$ cat src/rtl/spt_pkg.sv
package spt_pkg;

  // Strobes passed from the control block to the datapath each cycle
  typedef struct packed {
    logic tmrInc;    // advance the timer by one
    logic tmrLoad;   // load the timer from the write port
    logic wdtInc;    // advance the watchdog by one
    logic wdtClear;  // zero the watchdog
  } sptStrobe_t;

endpackage

$ cat src/rtl/spt_ctrl.sv
module spt_ctrl
  import spt_pkg::*;
#(
  parameter int RATE_W      = 3,
  parameter int SYNC_STAGES = 2
) (
  input  logic              clk,
  input  logic              rstN,
  input  logic              cfgSrcExt,
  input  logic              cfgEdgeFall,
  input  logic              cfgPreWdt,
  input  logic [RATE_W-1:0] cfgRate,
  input  logic              instrTick,
  input  logic              extPin,
  input  logic              wdtTick,
  input  logic              tmrWrEn,
  input  logic              wdtClr,
  output sptStrobe_t        strobe
);

  // Largest timer ratio is 2^(2^RATE_W), so the prescaler needs 2^RATE_W bits
  localparam int PRE_W = 1 << RATE_W;
  localparam int SHF_W = RATE_W + 1;

  // ---------------- external pin conditioning ----------------
  logic [SYNC_STAGES-1:0] syncChain;
  logic                   syncLvl;
  logic                   prevLvl;
  logic                   extEdge;

  generate
    if (SYNC_STAGES == 1) begin : g_sync_one
      always_ff @(posedge clk) begin
        if (!rstN) syncChain <= '0;
        else       syncChain <= extPin;
      end
    end else begin : g_sync_many
      always_ff @(posedge clk) begin
        if (!rstN) syncChain <= '0;
        else       syncChain <= {syncChain[SYNC_STAGES-2:0], extPin};
      end
    end
  endgenerate

  assign syncLvl = syncChain[SYNC_STAGES-1];

  always_ff @(posedge clk) begin
    if (!rstN) prevLvl <= 1'b0;
    else       prevLvl <= syncLvl;
  end

  always_comb begin
    if (cfgEdgeFall) extEdge = prevLvl & ~syncLvl;
    else             extEdge = syncLvl & ~prevLvl;
  end

  // ---------------- source and prescaler ----------------
  logic             srcTick;
  logic             preIn;
  logic [SHF_W-1:0] rateShift;
  logic [PRE_W:0]   fullMask;
  logic [PRE_W-1:0] preTerm;
  logic [PRE_W-1:0] preCnt;
  logic             preHit;
  logic             preClear;

  assign srcTick = cfgSrcExt ? extEdge : instrTick;
  assign preIn   = cfgPreWdt ? wdtTick : srcTick;

  // The watchdog gets 2^k, the timer gets 2^(k+1), from the same code
  always_comb begin
    if (cfgPreWdt) rateShift = SHF_W'(cfgRate);
    else           rateShift = SHF_W'(cfgRate) + SHF_W'(1);
    fullMask = ((PRE_W+1)'(1) << rateShift) - (PRE_W+1)'(1);
    preTerm  = fullMask[PRE_W-1:0];
  end

  assign preHit   = preIn && (preCnt == preTerm);
  assign preClear = (tmrWrEn && !cfgPreWdt) || (wdtClr && cfgPreWdt);

  always_ff @(posedge clk) begin
    if (!rstN)         preCnt <= '0;
    else if (preClear) preCnt <= '0;
    else if (preHit)   preCnt <= '0;
    else if (preIn)    preCnt <= preCnt + PRE_W'(1);
  end

  // ---------------- strobes to the datapath ----------------
  always_comb begin
    strobe.tmrInc   = cfgPreWdt ? srcTick : preHit;
    strobe.tmrLoad  = tmrWrEn;
    strobe.wdtInc   = cfgPreWdt ? preHit : wdtTick;
    strobe.wdtClear = wdtClr;
  end

endmodule

$ cat src/rtl/spt_datapath.sv
module spt_datapath
  import spt_pkg::*;
#(
  parameter int TMR_W = 8,
  parameter int WDT_W = 8
) (
  input  logic             clk,
  input  logic             rstN,
  input  sptStrobe_t       strobe,
  input  logic [TMR_W-1:0] tmrWrData,
  input  logic             ovfWrEn,
  input  logic             ovfWrData,
  output logic [TMR_W-1:0] tmrValue,
  output logic             ovfFlag,
  output logic             wdtTimeout
);

  logic [TMR_W-1:0] tmrReg;
  logic             tmrWrap;
  logic [WDT_W-1:0] wdtCnt;
  logic             wdtWrap;

  assign tmrWrap = strobe.tmrInc && !strobe.tmrLoad && (tmrReg == '1);
  assign wdtWrap = strobe.wdtInc && !strobe.wdtClear && (wdtCnt == '1);

  // Timer: a load beats an increment in the same cycle
  always_ff @(posedge clk) begin
    if (!rstN)               tmrReg <= '0;
    else if (strobe.tmrLoad) tmrReg <= tmrWrData;
    else if (strobe.tmrInc)  tmrReg <= tmrReg + TMR_W'(1);
  end

  // Sticky overflow flag: a wrap beats a software write
  always_ff @(posedge clk) begin
    if (!rstN)        ovfFlag <= 1'b0;
    else if (tmrWrap) ovfFlag <= 1'b1;
    else if (ovfWrEn) ovfFlag <= ovfWrData;
  end

  // Watchdog counter and its one-cycle timeout pulse
  always_ff @(posedge clk) begin
    if (!rstN)                wdtCnt <= '0;
    else if (strobe.wdtClear) wdtCnt <= '0;
    else if (strobe.wdtInc)   wdtCnt <= wdtCnt + WDT_W'(1);
  end

  always_ff @(posedge clk) begin
    if (!rstN) wdtTimeout <= 1'b0;
    else       wdtTimeout <= wdtWrap;
  end

  assign tmrValue = tmrReg;

endmodule

$ cat src/rtl/shared_prescale_timer.sv
module shared_prescale_timer
  import spt_pkg::*;
#(
  parameter int TMR_W       = 8,
  parameter int WDT_W       = 8,
  parameter int RATE_W      = 3,
  parameter int SYNC_STAGES = 2
) (
  input  logic              clk,
  input  logic              rstN,
  input  logic              cfgSrcExt,
  input  logic              cfgEdgeFall,
  input  logic              cfgPreWdt,
  input  logic [RATE_W-1:0] cfgRate,
  input  logic              instrTick,
  input  logic              extPin,
  input  logic              wdtTick,
  input  logic              tmrWrEn,
  input  logic [TMR_W-1:0]  tmrWrData,
  input  logic              ovfWrEn,
  input  logic              ovfWrData,
  input  logic              wdtClr,
  output logic [TMR_W-1:0]  tmrValue,
  output logic              ovfFlag,
  output logic              wdtTimeout
);

  sptStrobe_t strobe;

  spt_ctrl #(
    .RATE_W      (RATE_W),
    .SYNC_STAGES (SYNC_STAGES)
  ) u_ctrl (
    .clk         (clk),
    .rstN        (rstN),
    .cfgSrcExt   (cfgSrcExt),
    .cfgEdgeFall (cfgEdgeFall),
    .cfgPreWdt   (cfgPreWdt),
    .cfgRate     (cfgRate),
    .instrTick   (instrTick),
    .extPin      (extPin),
    .wdtTick     (wdtTick),
    .tmrWrEn     (tmrWrEn),
    .wdtClr      (wdtClr),
    .strobe      (strobe)
  );

  spt_datapath #(
    .TMR_W (TMR_W),
    .WDT_W (WDT_W)
  ) u_dp (
    .clk        (clk),
    .rstN       (rstN),
    .strobe     (strobe),
    .tmrWrData  (tmrWrData),
    .ovfWrEn    (ovfWrEn),
    .ovfWrData  (ovfWrData),
    .tmrValue   (tmrValue),
    .ovfFlag    (ovfFlag),
    .wdtTimeout (wdtTimeout)
  );

endmodule

$ cat config.mk
export PLATFORM = sky130hd
export DESIGN_NAME = shared_prescale_timer
export DESIGN_NICKNAME = d
export VERILOG_FILES = /design/src/rtl/spt_pkg.sv /design/src/rtl/spt_ctrl.sv /design/src/rtl/spt_datapath.sv /design/src/rtl/shared_prescale_timer.sv
export SDC_FILE = /design/constraint.sdc
export NUM_CORES = 1
export LEC_CHECK = 0
export ABC_AREA = 1
export BUFFER_PORTS_ARGS = -buffer_cell sky130_fd_sc_hd__clkbuf_2
export CORE_MARGIN = 3
export CORE_UTILIZATION = 40
export DETAILED_ROUTE_END_ITERATION = 8
export HOLD_SLACK_MARGIN = 0.05
export PLACE_DENSITY_LB_ADDON = 0.08
export SYNTH_ARGS = -nofsm -noshare
export SYNTH_HDL_FRONTEND = slang
export SYNTH_SLANG_ARGS = --single-unit
$ cat constraint.sdc
create_clock -name clk -period 2.72 [get_ports clk]
set_clock_uncertainty 0.15 [all_clocks]
set_input_delay 0.136 -clock clk [delete_from_list [all_inputs] [get_ports clk]]
set_output_delay 0.136 -clock clk [all_outputs]
set_load 0.02 [all_outputs]
==> implementation parameters <==
Parameter                              Value

Outcome
  Result of the run ... finished clean

Drt
  Router iterations before antenna repair ... 4
  Aggregate routed wire length ... 4.25 mm
  Total via count after detailed routing ... 1,828
  Wire length per cell after detailed routing ... 10.7 um
  Antenna violation net count after detailed routing ... 0
  Vias per inst ... 4.59
  First DRT Iteration DRCs ... 71
  Post-detailed-route DRC marker count ... 0

Timing
  Shortest period the worst path allows ... 2.35 ns
  Final setup viols ... 0
  Max Slew Vio Count ... 0
  Final hold violations ... 0
  Min setup slack post-route ... 0.370 ns
  Highest clock frequency the design can meet ... 0.426 GHz
  Share of the clock period used by the worst path ... 86.4%
  Measured slew at the worst slew-check pin ... 0.653 ns
  Worst slew margin ... 56.2%
  Total Neg Setup Slack ... 0 ns
  Unrepaired setup endpoints after global routing ... false

GRT
  Met3 Track Usage GR ... 3.55%
  Antenna violations before repair ... 0
  Total GRT Usage ... 16.1%
  Global routing usage on met2 ... 26.2%
  GRT met1 Usage ... 20.8%
  Global-route layer with the greatest usage ... met2
  Wire length of the first global-routing pass ... 7.75 mm
  Overflow left after global routing ... 0
  Pin count of the biggest net entering global routing ... 16
  Via count of the first global-routing pass ... 1,804

Worst setup path
  Biggest cell delay along the critical path ... 0.31 ns
  Standard cell with the maximum stage delay on the critical path ... ha_1
  Type of the worst setup path ... input port to register
  Critical path arrival ... 2.38 ns
  Top cell family by delay on the critical path ... simple AND/OR/NAND/NOR gates
  Startpoint Class ... input port
  Cell chain of the critical path ... clkbuf_2 > ha_1 > inv_1 > nand2_1 > nand2_2 > nand2_2 > inv_2 > nand2_2 > ha_1 > xnor2_1 > a21oi_1 > nand4_1 > nor2_2 > nand3_4 > nand2_2 > nand2_4 > nand2_4 > nand2_1 > nand2_1 > nor2_1
  Cell repeated most along the worst path ... nand2_2
  Data required time at the worst endpoint ... 2.75 ns
  Nature of the critical path endpoint ... register
  Critical Path Fanout Max ... 9
  Buffers & Inverters on Critical Path ... 3

Place
  Post-place setup slack ... 0.0734 ns
  Final RePlAce weighted congestion ... 0.888
  HPWL reported at the end of detailed placement ... 3.25 mm
  Port Buf Inserts ... 32

Clock network
  Clock slew seen by the registers of the worst setup and hold paths ... 0.07 ns
  Root cell of the clock tree ... clkbuf_8
  Number of CTS-inserted buffers ... 5
  Deepest level of the CTS H-tree ... 2
  Number of buffers between clock root and the deepest sink ... 2
  Skew-Pair Late Insertion Delay ... 0.29 ns
  Count of clock tree sinks ... 29
  Buffers inserted during post-CTS setup optimization ... 0
  TritonCTS clock tree ... done

Floorplan
  Ports placed on the boundary ... 33
  Die Wd ... 75.9 um
  Die ar. ... 5760 um^2
  Die H ... 75.9 um
  Core ar. ... 4530 um^2
  Num rows ... 24
  Effective utilization at floorplan ... 43.1%

Power
  Highest ir drop seen on vdd ... 0.336 mV
  Net switching fraction of the power ... 31.1%
  Power dissipated by switching net loads ... 0.314 mW
  Internal power contribution ... 0.696 mW
  Relative contribution of sequential cells to total power ... 44.7%
  Leak ... 1.08 nW
  Power share of the combinational group ... 20.6%
  Pwr/cell area ... 427 nW/um^2
  Power share of the clock group ... 34.6%

Job
  Max-cap viol count ... 0

Final layout
  Final #Nets ... 360
  Ratio of cells with drive above 1 in the final layout ... 21.9%
  Multi-input combinational cell area ... 1180 um^2
  Final-layout fill cell count ... 470
  Total area of sequential cells ... 581 um^2
  Area delta synth->final ... 20.9%
  Most frequent standard cell in the layout excluding fill and tap cells ... nand2_1
  Final core utilization ... 52.1%
  Commonest cells after routing, fill and taps aside ... nand2_1 (69), inv_1 (37), clkbuf_2 (32), dfxtp_1 (29), nand3_1 (24)
  Total inserted antenna cells ... 0

Synth
  Total standard cell area after synthesis ... 1950 um^2
  Sequential element share of the synthesized area ... 29.7%
  Post-Synthesis Mean Instance Area ... 6.81 um^2
  Number of flops mapped to enable cells by yosys ... 0
  FFs w/ async S/R, synth ... 0%
  Number of cells produced by synthesis ... 287
  Primary flip-flop cell chosen by synthesis mapping ... dfxtp_1
  Register bit total from synthesis ... 29
  Number of distinct library cells after synthesis ... 36
  Syn. warnings ... 0
  Synthesized net count ... 315

Worst hold path
  Min-Delay Path Class ... input port to register
[worst paths after layout]
path / startpoint / to / slack, ns / depth (start not counted)
worst min register to register: u_ctrl.syncChain[0]$_SDFF_PN0_ / u_ctrl.syncChain[1]$_SDFF_PN0_ / 0.27 / 2
worst max-delay path: cfgRate[0] / u_dp.tmrValue[1]$_SDFFE_PN0P_ / 0.37 / 20
worst min-delay path: tmrWrData[3] / u_dp.tmrValue[3]$_SDFFE_PN0P_ / 0.05 / 5
worst max register to register: u_ctrl.syncChain[1]$_SDFF_PN0_ / u_ctrl.preCnt[7]$_SDFFE_PP0P_ / 0.64 / 12
[power by group through the flow]
stage               clock (mW)  sequential [mW]  combinational (mW)
detailed placement           0            0.461               0.197
global placement             0            0.461               0.195
global route             0.375            0.454               0.236
floorplan                    0            0.469               0.135
CTS                      0.359            0.452               0.210
finish                   0.350            0.452               0.208
[repair_timing]
action / in CTS / in global routing
setup endpoints to repair: 0 / 0
endpoints found under the hold margin: 9 / 0
resized for setup: 0 / 0
hold buffers: 10 / 0
[tightest hold or removal path: stages]
cell and delay (ns):
clkbuf_2 0.08, nand2_1 0.05, o21ai_0 0.07, nand2_1 0.06, a21oi_1 0.05
[cell usage after synthesis, types with 2 or more instances]
cell      number  area share, %
nand2_1       69             13
inv_1         37            7.1
dfxtp_1       29             30
nand3_1       24            6.1
nor2_1        23            4.4
a21oi_1       19            4.9
nand2_2       11            3.5
xor2_1        11            4.9
nand4_1        7            2.2
xnor2_1        7            3.1
o21ai_0        6            1.5
ha_1           5            3.2
inv_2          4           0.77
nand2_4        4            2.3
clkbuf_1       3           0.58
nor3_1         3           0.77
mux2i_1        2            1.0
nor2_2         2           0.64
nor2_4         2            1.2
o21ai_1        2           0.51
or2_2          2           0.64
[sequential cells by signal, summed over array words and instances, names as in the netlist]
register and cells:
u_ctrl.syncChain 2, u_dp.wdtCnt 8, u_dp.wdtTimeout 1, u_ctrl.preCnt 8, u_ctrl.prevLvl 1, u_dp.ovfFlag 1, u_dp.tmrValue 8
[kinds of logic (layout without fill, tap and decap cells)]
group                      count (synthesis)  in the layout  synth area share [%]
DFF                                       29             29                  29.7
AOI/OAI and AO/OA                         31             31                  8.84
xor gates and xnor gates                  18             18                  8.07
and+or+nand+nor                          153            153                  38.6
muxes                                      3              3                  1.60
buffers and inverters                     48             94                  9.99
adders and majority gates                  5              5                  3.20
[cell type report]
class | instances | share of cell area [%]
Multi-Input combinational cell | 210 | 49.9
Sequential cell | 29 | 24.6
Timing Repair Buffer | 43 | 11.3
Inverter | 43 | 7.15
Tap cell | 65 | 3.44
Clock buffer | 5 | 2.91
Clock inverter | 3 | 0.741
[metal layers]
layer / share of wire (%) / wire length (um)
met2: 45 / 1920
met3: 3.0 / 127
met5: 0 / 0
met1: 50 / 2140
met4: 1.5 / 64
[through the flow]
stage | instances | area (um^2) | power [mW] | hold WS [ns]
global route | 398 | 2360 | 1.07 | 0.108
CTS | 398 | 2360 | 1.02 | 0.0566
detailed placement | 380 | 2180 | 0.658 | 0.178
global placement | 380 | 2180 | 0.657 | 0.176
floorplan | 287 | 1950 | 0.604 | 0.0628
finish | 398 | 2360 | 1.01 | 0.0549
(Power assumes the default switching activity.)
